### src/rtl/irq_router.sv
module irq_router #(
  parameter int N_EXT  = 4,
  parameter int N_PER  = 19,
  parameter int N_SLT  = 2,
  parameter int N_GPT  = 8,
  parameter int N_RTC  = 2,
  parameter int N_WK   = 8,
  parameter int N_GPIO = 8,
  parameter int WG_A   = 6,
  parameter int WG_B   = 7,
  parameter int AW     = 3,
  parameter int DW     = 32
) (
  input  logic              clk,
  input  logic              rst_n,
  input  logic [N_EXT-1:0]  ext_i,
  input  logic [N_PER-1:0]  per_i,
  input  logic [N_SLT-1:0]  slt_i,
  input  logic [N_GPT-1:0]  gpt_i,
  input  logic [N_RTC-1:0]  rtc_i,
  input  logic [N_WK-1:0]   wake_i,
  input  logic [N_GPIO-1:0] gpio_i,
  input  logic              lowpwr_i,
  input  logic              wdt_i,
  input  logic              reg_we,
  input  logic [AW-1:0]     reg_addr,
  input  logic [DW-1:0]     reg_wdata,
  output logic [DW-1:0]     reg_rdata,
  output logic              irq_crit_o,
  output logic              irq_smi_o,
  output logic              irq_std_o,
  output logic [N_EXT+N_SLT+N_GPT+N_RTC+N_GPIO+2:0] status_o,
  output logic [$clog2(N_EXT+N_SLT+N_GPT+N_RTC+N_GPIO+4)-1:0] vec_o,
  output logic              srst_o
);
  localparam int O_EXT  = 0;
  localparam int O_HI   = N_EXT;
  localparam int O_LO   = O_HI + 1;
  localparam int O_SLT  = O_LO + 1;
  localparam int O_GPT  = O_SLT + N_SLT;
  localparam int O_RTC  = O_GPT + N_GPT;
  localparam int O_WK   = O_RTC + N_RTC;
  localparam int O_GPIO = O_WK + 1;
  localparam int NSRC   = O_GPIO + N_GPIO;
  localparam int VW     = $clog2(NSRC + 1);
  localparam int NGRP   = 7;

  localparam logic [AW-1:0] A_RAW   = 0;
  localparam logic [AW-1:0] A_MASK  = 1;
  localparam logic [AW-1:0] A_SENSE = 2;
  localparam logic [AW-1:0] A_ROUTE = 3;
  localparam logic [AW-1:0] A_PERHI = 4;
  localparam logic [AW-1:0] A_VEC   = 5;

  localparam logic [NSRC-1:0] ONE    = 1;
  localparam logic [NSRC-1:0] NAP_OK = (ONE << (O_GPT + WG_A)) | (ONE << (O_GPT + WG_B)) | (ONE << O_WK);

  logic [NSRC-1:0]    mask_q;
  logic [N_EXT-1:0]   sense_q, ext_d_q, edge_q;
  logic [2*NGRP-1:0]  route_q;
  logic [N_PER-1:0]   perhi_q;
  logic               srst_q;

  logic [N_EXT-1:0] clr_v, rise, edge_n, ext_eff;
  logic [N_PER-1:0] hi_sel;
  logic             per_hi, per_lo;
  logic [NSRC-1:0]  raw, act;
  logic [NGRP-1:0]  grp;
  logic [VW-1:0]    vec;

  assign clr_v   = (reg_we && reg_addr == A_RAW) ? reg_wdata[N_EXT-1:0] : '0;
  assign rise    = ext_i & ~ext_d_q;
  assign edge_n  = sense_q & (rise | (edge_q & ~clr_v));
  assign ext_eff = (sense_q & edge_q) | (~sense_q & ext_i);

  assign hi_sel = perhi_q | {{(N_PER-1){1'b0}}, 1'b1};
  assign per_hi = |(per_i & hi_sel);
  assign per_lo = |(per_i & ~hi_sel);

  assign raw = {gpio_i, |wake_i, rtc_i, gpt_i, slt_i, per_lo, per_hi, ext_eff};
  assign act = raw & ~mask_q & (lowpwr_i ? NAP_OK : {NSRC{1'b1}});

  assign grp[0] = |act[O_EXT  +: N_EXT];
  assign grp[1] = |act[O_HI   +: 2];
  assign grp[2] = |act[O_SLT  +: N_SLT];
  assign grp[3] = |act[O_GPT  +: N_GPT];
  assign grp[4] = |act[O_RTC  +: N_RTC];
  assign grp[5] = act[O_WK];
  assign grp[6] = |act[O_GPIO +: N_GPIO];

  always_comb begin
    vec = '1;
    for (int i = NSRC - 1; i >= 0; i--)
      if (act[i]) vec = VW'(i);
  end

  always_comb begin
    irq_crit_o = 1'b0;
    irq_smi_o  = 1'b0;
    irq_std_o  = 1'b0;
    for (int g = 0; g < NGRP; g++) begin
      if (grp[g]) begin
        case (route_q[2*g +: 2])
          2'd2:    irq_crit_o = 1'b1;
          2'd1:    irq_smi_o  = 1'b1;
          default: irq_std_o  = 1'b1;
        endcase
      end
    end
  end

  always_comb begin
    case (reg_addr)
      A_RAW:   reg_rdata = DW'(raw);
      A_MASK:  reg_rdata = DW'(mask_q);
      A_SENSE: reg_rdata = DW'(sense_q);
      A_ROUTE: reg_rdata = DW'(route_q);
      A_PERHI: reg_rdata = DW'(perhi_q);
      A_VEC:   reg_rdata = (act == '0) ? '1 : DW'(vec);
      default: reg_rdata = '0;
    endcase
  end

  always_ff @(posedge clk or negedge rst_n) begin
    if (!rst_n) begin
      mask_q  <= '1;
      sense_q <= '0;
      route_q <= '0;
      perhi_q <= '0;
      ext_d_q <= '0;
      edge_q  <= '0;
      srst_q  <= 1'b0;
    end else begin
      ext_d_q <= ext_i;
      edge_q  <= edge_n;
      srst_q  <= wdt_i;
      if (reg_we) begin
        case (reg_addr)
          A_MASK:  mask_q  <= reg_wdata[NSRC-1:0];
          A_SENSE: sense_q <= reg_wdata[N_EXT-1:0];
          A_ROUTE: route_q <= reg_wdata[2*NGRP-1:0];
          A_PERHI: perhi_q <= reg_wdata[N_PER-1:0];
          default: ;
        endcase
      end
    end
  end

  assign status_o = raw;
  assign vec_o    = vec;
  assign srst_o   = srst_q;
endmodule

### config.mk
export PLATFORM = sky130hd
export DESIGN_NAME = irq_router
export DESIGN_NICKNAME = d
export VERILOG_FILES = /design/src/rtl/irq_router.sv
export SDC_FILE = /design/constraint.sdc
export NUM_CORES = 1
export LEC_CHECK = 0
export BUFFER_PORTS_ARGS = -buffer_cell sky130_fd_sc_hd__clkbuf_2
export CORE_MARGIN = 1.5
export CORE_UTILIZATION = 45
export CTS_CLUSTER_SIZE = 10
export DETAILED_ROUTE_END_ITERATION = 10
export GPL_ROUTABILITY_DRIVEN = 0
export HOLD_SLACK_MARGIN = 0.15
export PLACE_DENSITY = 0.82
export SLEW_MARGIN = 20
export SYNTH_ARGS = -nofsm -noshare
export SYNTH_HDL_FRONTEND = slang
export SYNTH_SLANG_ARGS = --single-unit
### constraint.sdc
create_clock -name clk -period 6.3 [get_ports clk]
set_clock_uncertainty 0.1 [all_clocks]
set_input_delay 1.26 -clock clk [delete_from_list [all_inputs] [get_ports clk]]
set_output_delay 1.26 -clock clk [all_outputs]
set_load 0.02 [all_outputs]
==> impl_metrics.ini <==
[run_status]
status = finished clean

[routing]
viasPerCell = 5.874
finalWirelength_um = 14880
detail-route-antenna-nets = 0
first_pass_iters = 5
vias = 4599
route.detailed.drc = 0
wire_per_inst_um = 19.00
drt_iter0_markers = 465

[timing]
worst_pin_slew_ns = 0.9584
setup_viol = 0
drv_slew = 0
relSlewSlack_pct = 36.11
finalHoldWorstSlack_ns = 0.4111
hold_violations = 0
min_period_ns = 5.495
post-route-period-util_pct = 87.23
tns_ns = 0
rsz0062_at_grt = no
max_freq_ghz = 0.1820

[yosys]
synth_commonest_cells = 60 x mux2_2, 46 x dfrtp_1, 38 x a21oi_1, 38 x nand2_1, 31 x inv_1
synthArstFlopShare_pct = 100.0
syn-cell-area_um2 = 5081
synth-edff-count = 0
synthCells = 514
ys_seq_elements = 73
synth_cell_type_count = 59
synthesis.nets = 619
yosys-top-cells-area = dfrtp_1 23%, dfstp_2 14%, mux2_2 13%
yosys.area.top_type_share_pct = 22.65
yosysWarnings = 0
avgSynthCellArea_um2 = 9.885
yosys.cell_count.top_type = mux2_2
yosysSeqAreaShare_pct = 36.62
synth_top_cell_by_area = dfrtp_1
synth_flop_cell = dfrtp_1

[setup_path]
r2r_slack_ns = 5.30
r2r_end = perhi_q[1]
crit_end = reg_rdata[11]
cp.required_ns = 4.94
critPathLaunch = wake_i[7]
r2r_start = perhi_q[1]
worst_setup_path_start_kind = input port
crit_type = input port to output pin
r2r_cells = 1
worstPathArrival_ns = 4.14
worstPathMaxFanout = 14
end_kind = output pin

[clocking]
cts.sinks = 73
cts_resized = 0
clockBufferDepth = 2
cts_setup_buffers = 0
ctsHoldBuffers = 0
insertion_delay_ns = 0.34
cts_made_buffers = 9
path_clk_slew_ns = 0.05
cts_tree = built
cts_max_level = 3
cts-root-buf = clkbuf_16

[placement]
placed_area_um2 = 5753
post-dp-hpwl_um = 10860
port_buffers = 153

[flow_run]
drv_cap = 0

[final_layout]
diodes = 0
stdcell_area_um2 = 6040
fin_util_pct = 55.23
num-nets-final = 743
syn_to_final_growth_pct = 18.86
drive_gt1_share_pct = 45.57

[floorplan]
die_area_um2 = 11940
die_x_um = 109.3
coreArea_um2 = 10940
die_height_um = 109.3
initial_utilization_pct = 46.46
io_pins = 159
rows = 38

[power_and_ir_drop]
pwr-share-clk_pct = 27.2
swShare_pct = 34.57
power_density_nw_per_um2 = 289.2
ir_worst_vdd_mv = 0.1125
leakagePower_uw = 0.002900
p_int_uw = 1143
p_seq_share_pct = 39.8
pwr-share-comb_pct = 33.0
switching_power_uw = 603.7

[global_route]
antenna_found_initial = 1
grt_max_degree = 74
grt_pass1_vias = 4508
grtUsageTotal_pct = 25.52
grt_pass1_wl_um = 22760
grt_overflow = 0

[min_path]
hold_class = flip-flop to flip-flop
routing by layer:
layer	track usage [%]	vias up	share of wire [%]
li1	-	2062	-
met1	30.64	2217	40
met2	42.59	268	49
met3	4.782	50	6.8
met4	14.94	2	4.2
met5	0	-	0.067
critical path: stages:
cell and delay [ns]:
clkbuf_2 0.08, nor4_1 0.50, a21oi_1 0.35, nor3_1 0.39, nand3_1 0.10, or4_1 0.78, buf_4 0.36, o211ai_2 0.10
clkbuf_2 0.20
cell families after synthesis:
group | Yosys count | share of synthesized area, %
AO/OA/AOI/OAI | 118 | 16.60
multiplexers | 87 | 19.97
adder cells (fa/ha/maj) | 14 | 3.447
AND/OR/NAND/NOR | 140 | 14.41
buffers and inverters | 82 | 8.963
flip-flops | 73 | 36.62
how the worst min path moves through the flow:
stage / start / end / cells after the start
2_1_floorplan: perhi_q[0] / perhi_q[0] / 1
4_1_cts: mask_q[5] / mask_q[5] / 2
3_5_place_dp: mask_q[5] / mask_q[5] / 2
5_1_grt: perhi_q[0] / perhi_q[0] / 1
6_report: mask_q[5] / mask_q[5] / 2
3_3_place_gp: mask_q[5] / mask_q[5] / 2
sequential cells by signal, summed over array words and instances (netlist names):
signal   count
edge_q       4
route_q     14
srst_o       1
sense_q      4
mask_q      27
perhi_q     19
ext_d_q      4
power by group through the flow:
stage / logic [uW] / registers (uW) / clock network, uW
global placement: 544 / 687 / 0
floorplan: 409 / 660 / 0
finish: 577 / 695 / 475
global route: 626 / 706 / 507
detailed placement: 566 / 697 / 0
CTS: 572 / 690 / 480
cells in the final DEF (no fill, tap or decap), types with 7 or more instances in the layout:
master / instances
clkbuf_2: 152
mux2_2: 60
dfrtp_1: 46
nand2_1: 38
a21oi_1: 38
inv_1: 31
dfstp_2: 27
nand2b_1: 25
nor2_1: 24
mux2i_1: 20
nor2b_1: 17
o21ai_0: 15
ha_1: 14
a22oi_1: 10
o211ai_2: 9
o21ai_2: 9
clkbuf_16: 9
buf_4: 8
nand3_1: 7
final cells by class:
cell class / count / area [um2]
fill: 967 / 4896
multi-input combinational: 359 / 2768
sequential: 73 / 1861
timing repair buffer: 162 / 840.8
clock buffer: 16 / 271.5
tap: 140 / 175.2
inverter: 33 / 123.9
stage by stage:
step	cells	worst slack [ns]	total power, uW
final	783	0.8047	1746
after global routing	783	0.6859	1839
after CTS	782	0.8471	1743
after detailed placement	766	0.8439	1263
after global placement	766	0.9717	1231
after floorplan	514	1.572	1069
Power figures use the tool's default switching activity.
